## config.mk

```make
export PLATFORM = sky130hd
export DESIGN_NAME = tmr_fb_counter
export DESIGN_NICKNAME = d
export VERILOG_FILES = /design/src/rtl/tmr_pkg.sv /design/src/rtl/tmr_voter.sv /design/src/rtl/tmr_replica.sv /design/src/rtl/tmr_fb_counter.sv
export SDC_FILE = /design/constraint.sdc
export NUM_CORES = 1
export LEC_CHECK = 0
export CAP_MARGIN = 30
export CORE_MARGIN = 8
export CORE_UTILIZATION = 55
export CTS_BUF_LIST = sky130_fd_sc_hd__clkbuf_4
export DETAILED_ROUTE_END_ITERATION = 6
export PLACE_DENSITY = 0.82
export SLEW_MARGIN = 20
export SYNTH_ARGS = -nofsm -noshare
export SYNTH_HDL_FRONTEND = slang
export SYNTH_SLANG_ARGS = --single-unit
```

## constraint.sdc

```tcl
create_clock -name clk -period 2.1 [get_ports clk]
set_input_delay 0.315 -clock clk [delete_from_list [all_inputs] [get_ports clk]]
set_output_delay 0.315 -clock clk [all_outputs]
set_load 0.05 [all_outputs]
```

## src/rtl/tmr_pkg.sv

```systemverilog
package tmr_pkg;
   localparam int unsigned TMR_COPIES = 3;
   localparam int unsigned TMR_SEL_W  = TMR_COPIES;

   typedef enum logic {
      VOTE_OUTPUT_ONLY = 1'b0,
      VOTE_FEEDBACK    = 1'b1
   } vote_mode_e;
endpackage

```

## src/rtl/tmr_voter.sv

```systemverilog
module tmr_voter
   import tmr_pkg::*;
#(
   parameter int unsigned WIDTH = 8
) (
   input  logic [WIDTH-1:0]     copy_a,
   input  logic [WIDTH-1:0]     copy_b,
   input  logic [WIDTH-1:0]     copy_c,
   output logic [WIDTH-1:0]     voted,
   output logic [TMR_SEL_W-1:0] differs
);
   // bitwise two-of-three majority
   for (genvar i = 0; i < WIDTH; i++) begin : g_bit
      assign voted[i] = (copy_a[i] & copy_b[i]) |
                        (copy_a[i] & copy_c[i]) |
                        (copy_b[i] & copy_c[i]);
   end

   always_comb begin
      differs[0] = (copy_a != voted);
      differs[1] = (copy_b != voted);
      differs[2] = (copy_c != voted);
   end
endmodule

```

## src/rtl/tmr_replica.sv

```systemverilog
module tmr_replica #(
   parameter int unsigned WIDTH    = 8,
   parameter bit          FEEDBACK = 1'b1
) (
   input  logic             clk,
   input  logic             rst,
   input  logic             en,
   input  logic             force_load,
   input  logic [WIDTH-1:0] force_value,
   input  logic [WIDTH-1:0] voted,
   output logic [WIDTH-1:0] q
);
   logic [WIDTH-1:0] base;
   logic [WIDTH-1:0] nxt;

   // the base of the next state is chosen by the voting mode
   if (FEEDBACK) begin : g_fb
      assign base = voted;
   end else begin : g_own
      assign base = q;
   end

   assign nxt = en ? base + WIDTH'(1) : base;

   always_ff @(posedge clk) begin
      if (rst)             q <= '0;
      else if (force_load) q <= force_value;
      else                 q <= nxt;
   end
endmodule

```

## src/rtl/tmr_fb_counter.sv

```systemverilog
module tmr_fb_counter
   import tmr_pkg::*;
#(
   parameter int unsigned WIDTH    = 8,
   parameter bit          FEEDBACK = 1'b1
) (
   input  logic                 clk,
   input  logic                 rst,
   input  logic                 en,
   input  logic [TMR_SEL_W-1:0] inj_mask,
   input  logic [WIDTH-1:0]     inj_value,
   output logic [WIDTH-1:0]     count,
   output logic [TMR_SEL_W-1:0] mismatch
);
   localparam vote_mode_e MODE = vote_mode_e'(FEEDBACK);

   if (WIDTH < 1) begin : g_bad_width
      $error("tmr_fb_counter: WIDTH must be at least 1");
   end
   if (TMR_COPIES != 3) begin : g_bad_copies
      $error("tmr_fb_counter: majority voter needs exactly three copies");
   end

   logic [WIDTH-1:0] rep_q [TMR_COPIES];
   logic [WIDTH-1:0] voted;

   for (genvar k = 0; k < TMR_COPIES; k++) begin : g_copy
      tmr_replica #(
         .WIDTH    (WIDTH),
         .FEEDBACK (MODE == VOTE_FEEDBACK)
      ) u_rep (
         .clk         (clk),
         .rst         (rst),
         .en          (en),
         .force_load  (inj_mask[k]),
         .force_value (inj_value),
         .voted       (voted),
         .q           (rep_q[k])
      );
   end

   tmr_voter #(.WIDTH(WIDTH)) u_vote (
      .copy_a  (rep_q[0]),
      .copy_b  (rep_q[1]),
      .copy_c  (rep_q[2]),
      .voted   (voted),
      .differs (mismatch)
   );

   assign count = voted;
endmodule

```

==> results of run 1 <==
-- logic make-up after synthesis --
group           count (synthesis)
flops                          24
mux                             3
buf+inv                        11
simple gates                   90
fa+ha+maj                       9
compound gates                 55
xor+xnor                        6
-- critical path: stages, from the launching register on --
cell,delay (ns)
dfxtp_4,0.39
maj3_2,0.35
xor2_1,0.17
nor3_1,0.20
nand4_1,0.12
buf_6,0.17
-- cell type report --
class	instances	area [um^2]	area share
clock buffer	3	22.5	0.0118
clock inverter	1	3.75	0.00197
inverter	3	11.3	0.00591
multi-input combinational	163	1050	0.552
sequential	24	494	0.259
tap	31	38.8	0.0204
timing repair buffer	31	283	0.148
-- synth_stat cells (3+ instances only) --
cell / number / share of area
nand2_1: 26 / 0.062
dfxtp_1: 24 / 0.31
nor2_1: 20 / 0.048
a21oi_1: 16 / 0.051
a311oi_1: 6 / 0.034
nand4_1: 6 / 0.024
o21a_1: 6 / 0.029
o22ai_1: 6 / 0.024
a211oi_1: 5 / 0.024
clkbuf_1: 5 / 0.012
maj3_1: 5 / 0.032
nand3b_1: 5 / 0.024
nor2b_1: 5 / 0.020
o21ai_0: 5 / 0.016
nand2b_1: 4 / 0.016
or2_2: 4 / 0.016
xor2_1: 4 / 0.022
inv_1: 3 / 0.0072
o211ai_1: 3 / 0.014
o32ai_1: 3 / 0.017
-- layer usage --
layer	up-vias	global-route usage
li1	786	-
met1	737	0.203
met2	65	0.268
met3	8	0.0315
met4	0	0.0706
met5	-	0
-- how the worst min path moves through the flow --
stage                                end  cells past startpoint            startpoint
finish              g_copy[1].u_rep.q[0]                      3          inj_value[0]
global route        g_copy[1].u_rep.q[0]                      3          inj_value[0]
CTS                 g_copy[1].u_rep.q[0]                      3          inj_value[0]
detailed placement  g_copy[1].u_rep.q[7]                      4  g_copy[1].u_rep.q[0]
global placement    g_copy[1].u_rep.q[7]                      4  g_copy[1].u_rep.q[0]
floorplan           g_copy[0].u_rep.q[0]                      2          inj_value[0]
-- what timing repair did --
action | in CTS | in global routing
hold buffers | 0 | 0
buffers inserted | 0 | 4
gates resized for setup | 6 | 9
setup endpoints to repair | 3 | 3
pin swaps | 0 | 5
-- layout by cell type, fill, tap and decap left out, types with 4 or more instances in the layout --
cell type / count
o21ai_0: 5
dfxtp_1: 15
nand3b_1: 5
nand4_1: 6
a311oi_1: 6
o21a_1: 6
nor2b_1: 5
dfxtp_2: 8
a211oi_1: 4
or2_2: 4
nand2b_1: 4
nand2_1: 26
o22ai_1: 6
xor2_1: 4
buf_4: 15
nor2_1: 19
clkdlybuf4s50_1: 13
maj3_1: 4
a21oi_1: 15
-- power groups by stage --
stage	Clock, W	Combinational (W)	Sequential [W]
final	0.000200	0.000330	0.000531
after global routing	0.000229	0.000354	0.000536
after CTS	0.000202	0.000320	0.000528
after detailed placement	0	0.000317	0.000537
after global placement	0	0.000309	0.000533
after floorplan	0	0.000220	0.000522
-- through the flow --
stage | setup TNS [ns] | hold slack (ns) | instance area (um^2) | cells | total power [W]
floorplan | 0 | 0.451 | 1570 | 198 | 0.000743
global placement | 0 | 0.875 | 1820 | 248 | 0.000842
detailed placement | 0 | 0.904 | 1820 | 248 | 0.000854
CTS | 0 | 0.583 | 1860 | 252 | 0.00105
global route | -0.0233 | 0.595 | 1910 | 256 | 0.00112
finish | 0 | 0.582 | 1910 | 256 | 0.00106
==> run metrics, run 1 <==
status=completed; Syn-to-layout area delta=22.0%; Synth Register Bits=24; drt wl/cell=16.3 um; end of the worst register-to-register path=g_copy[1].u_rep.q[5]; Root Driver=clkbuf_4; fin crit period=just over 2 ns; # diodes=0; htree depth=1; Reg2Reg Depth=4; vias=between 1500 and 2000; die area=approximately 4800 um^2; crit start category=flop; critical path arrival=1.71 ns; Seq/Total Area, Yosys=0.308; GRT Util Overall=0.164; Adder-Cell Fraction of Synth Area=0.0633; synth warn=0; Compound-Gate Fraction of Synth Area=0.236; Syn Area/Cell=around 8 um^2; CORE AREA=approximately 2700 um^2; worst slew pin tran=~0.5 ns; Site Rows=19; clock tree buffer depth=2; CP startpoint=g_copy[2].u_rep.q[4]; Pre-Repair DR Iteration Count=4; largest family of logic cells by synthesized area=simple AND/OR/NAND/NOR gates; Metal-1 WL=roughly 1.8 mm; Internal=approximately 0.0007 W; CTS sink count=24; Reg with most FFs=g_copy.u_rep.q; GP Congestion=~0.87; combinational share of power=0.311; Gate Count Post-Synth=between 150 and 200; DR top layer=met4; clk_lat worst skew=~0.31 ns; Max-cap violations=0; clock share of power=0.189; Crit path required time=1.78 ns; post-synthesis mux area share=0.0200; vias per std cell=~6.2; Post-Synth Simple-Gate Area=0.308; Post-Synth XOR/XNOR Area=0.0337; Placement Setup Slack=~0.27 ns; Top-Level Pins=25; vias in the first global route=about 1500; Initial Util=0.571; worst r2r src=g_copy[2].u_rep.q[5]; final setup fails=0; Leak Pwr=around 0.75 nW; Die H=69.3 um; Slew Viols, Final=0; initial antenna violation count=0; WL final=between 4 and 5 mm; # port buffers=24; r2r setup slk=0.31 ns; ys flop type=dfxtp_1; largest net degree at the start of global routing=19; Fillers=between 200 and 250; post-DP HPWL=between 3 and 4 mm; met2 wire len=approximately 2.0 mm; Power Density=between 500 and 600 nW/um^2; max-slew headroom at the worst pin=0.677; DRC violations left=0; fin crit share=0.964; CTS tree=yes; registers with the most flip-flops=g_copy.u_rep.q (24); Critical Path End Type=output port; switching share of power=0.343; syn nets=213; Yosys cell types=47; Reg clk slew, reported paths=0.13 ns; total CTS buffers=3; die span in x=roughly 69 um; met3 routed WL=between 200 and 300 um; first-pass GRT wire length=6.64 mm; Final Hold Viols=0; DRT iter0 DRCs=123; NumNets Final=between 200 and 250; Worst VDD drop=around 440 uV; worst min path class=primary input to flop; clock skew=about 0.012 ns; sequential share of power=0.500; ys async rst share=0; GRT Residual Overflow=0; share of cells above drive strength 1=0.213; number of synthesized flops with an enable pin=0; max reg flops=24; cell area after synthesis=between 1500 and 2000 um^2; Worst Setup Path Type=flop to output port; CP Max Fanout=6; Post-DRT Antenna Nets=0; worst setup margin=between 0.07 and 0.08 ns; final core occ=0.697; end point of the critical path=mismatch[2]; Sw Pwr=0.000364 W; Achievable Freq=roughly 500 MHz
Power figures use the tool's default switching activity.
==> run 2, diff against run 1 <==
--- a/config.mk
+++ b/config.mk
@@ -7,11 +7,12 @@
 export LEC_CHECK = 0
 export CAP_MARGIN = 30
 export CORE_MARGIN = 8
-export CORE_UTILIZATION = 55
+export CORE_UTILIZATION = 57
 export CTS_BUF_LIST = sky130_fd_sc_hd__clkbuf_4
 export DETAILED_ROUTE_END_ITERATION = 6
 export PLACE_DENSITY = 0.82
 export SLEW_MARGIN = 20
 export SYNTH_ARGS = -nofsm -noshare
 export SYNTH_HDL_FRONTEND = slang
+export SYNTH_HIERARCHICAL = 1
 export SYNTH_SLANG_ARGS = --single-unit
==> run metrics, run 2 <==
status=completed; GRT Residual Overflow=0; Cell Area, Placed=2280 um^2; # diodes=0; Synth Register Bits=24; most common cell after layout, fill and taps aside=nor2_1; max-slew headroom at the worst pin=0.563; Non-Filler Instances=303; GRT Max-Usage Layer=met2; largest net degree at the start of global routing=22; Tot Pwr=0.00128 W; Initial Util=0.584; worst slew pin tran=roughly 0.66 ns; Max-cap violations=0; fin crit share=0.948; met3 Usage GRT=0.0232; Power Density=~550 nW/um^2; # port buffers=24; ys async rst share=0; Crit path required time=between 1.5 and 2 ns; GP Congestion=about 0.83; CTS tree=yes; number of synthesized flops with an enable pin=0; clock tree buffer depth=2; Post-DRT Antenna Nets=0; post-DP HPWL=~3.6 mm; Final Hold Viols=0; drt wl/cell=14.7 um; syn nets=240; share of the synthesized area in the top cell type=0.253; registers with the most flip-flops=g_copy.u_rep/q (24); Worst Setup Path Type=flop to output port; Final Cell Area=2340 um^2; RSZ-0062 raised after global routing=no; max reg flops=24; Syn-to-layout area delta=22.9%; Die H=73.8 um; vias in the first global route=1640; clk_lat worst skew=just over 0.3 ns; ys flop type=dfxtp_1; Seq/Total Area, Yosys=0.253; Reg with most FFs=g_copy.u_rep/q; Slew Viols, Final=0; synth warn=6; die area=between 5000 and 6000 um^2; CP Max Fanout=7; Critical Path End Type=output port; worst min path class=primary input to flop; initial antenna violation count=0; WL final=4.44 mm; crit start category=flop; DRT iter0 DRCs=~130; GRT Util Overall=0.174; CORE AREA=around 3300 um^2; Syn Area/Cell=8.53 um^2; final setup fails=0; min-delay src=inj_value[7]; dominant cell by count in the synthesized netlist=nor2_1; critical path arrival=about 1.7 ns; htree depth=1; most frequent cells in the layout=23 x nor2_1, 22 x dfxtp_1, 19 x nand2_1; clock skew=approximately 0.011 ns; vias per std cell=~5.8; met2 usage=0.281; Yosys cell types=32; Gate Count Post-Synth=around 220; GR met1 Demand/Resource=0.225; Leak Pwr=approximately 0.94 nW; Worst VDD drop=approximately 270 uV; TNS Setup=0 ns; fin crit period=1.99 ns; Top-Level Pins=25; die span in x=around 74 um; first-pass GRT wire length=7.54 mm; vias=1757; total CTS buffers=3; Reg clk slew, reported paths=roughly 0.13 ns; Pre-Repair DR Iteration Count=4; area leader, netlist=dfxtp_1; DRC violations left=0; hold buffers post-CTS=0; final core occ=0.717; ranking of synthesized cells by area=dfxtp_1 25%, a2111oi_2 7.9%, xor2_1 5.5%; Placed Instances=between 200 and 300; CTS sink count=24; Root Driver=clkbuf_4; top cells by count, synth=26 x nor2_1, 24 x dfxtp_1, 19 x nand2_1; Site Rows=21; cell area after synthesis=1900 um^2; Achievable Freq=between 500 and 600 MHz; share of cells above drive strength 1=0.214; worst r2r src=g_copy[2].u_rep/q[0]; CP startpoint=g_copy[2].u_rep/q[0]; NumNets Final=between 200 and 300
-- run 2: cell count changes in the layout (fill, tap and decap cells not counted), moves of 5 or more --
| cell | delta |
|---|---|
| dfxtp_1 | +7 |
| nand2_1 | -7 |
| xor2_1 | +8 |
| inv_1 | +11 |
| dfxtp_2 | -6 |
| nor2b_1 | +5 |
| a21oi_1 | -9 |
| a211oi_1 | +5 |
| buf_12 | +5 |
| a2111oi_2 | +10 |
| mux2i_1 | +6 |
-- run 2: area by class of cell --
cell class                 instances  area (um^2)
tap                               46         57.6
clock buffer                       3         22.5
clock inverter                     1         30.0
sequential                        24          483
multi-input combinational        179         1310
fill                             270          921
inverter                          14         52.6
timing repair buffer              36          378
-- run 2: critical path, cell delays in order, from the launching register on --
cell and delay, ns:
dfxtp_1 0.37, a21oi_1 0.30, o22ai_1 0.17, a221oi_1 0.24, nand2_1 0.09, buf_4 0.20
-- run 2: where the power goes --
| part | switching [W] | internal [W] | total [W] | leakage (nW) |
|---|---|---|---|---|
| Sequential | 0.0000378 | 0.000489 | 0.000527 | 0.200 |
| Combinational | 0.000240 | 0.000186 | 0.000426 | 0.715 |
| Clock | 0.000130 | 0.000193 | 0.000323 | 0.0279 |
| Total | 0.000408 | 0.000867 | 0.00128 | 0.943 |
-- run 2: logic make-up (layout without fill, tap and decap cells) --
| group | count (synthesis) | in the layout | share of synthesized area |
|---|---|---|---|
| xor gates and xnor gates | 12 | 12 | 0.0553 |
| muxes | 11 | 11 | 0.0599 |
| AOI/OAI and AO/OA | 55 | 55 | 0.244 |
| and+or+nand+nor | 98 | 98 | 0.305 |
| buffers and inverters | 20 | 54 | 0.0632 |
| DFF | 24 | 24 | 0.253 |
| adders and majority gates | 3 | 3 | 0.0197 |
-- run 2: path summary, 6_finish.rpt --
check / end / slack (ns) / cells after the start
worst max register to register: g_copy[1].u_rep/q[5] / 0.27 / 6
worst min register to register: g_copy[0].u_rep/q[5] / 0.82 / 4
worst max-delay path: mismatch[0] / 0.11 / 5
worst min-delay path: g_copy[1].u_rep/q[7] / 0.61 / 3
-- run 2: what timing repair did --
action                                  4_1_cts  5_1_grt
endpoints found under the setup margin        0        2
resized for setup                             0        3
buffers inserted                              0        0
-- run 2: through the flow --
stage,hold slack [ns],setup WS (ns)
CTS,0.618,0.0657
global placement,0.797,0.311
finish,0.608,0.110
floorplan,0.384,0.0297
global route,0.633,0.000170
detailed placement,0.802,0.282
-- run 2: routing by layer --
| metal | part of all wire | vias to the layer above |
|---|---|---|
| met4 | 0.023 | 0 |
| met2 | 0.46 | 39 |
| li1 | - | 916 |
| met1 | 0.48 | 792 |
| met5 | 0 | - |
| met3 | 0.042 | 10 |
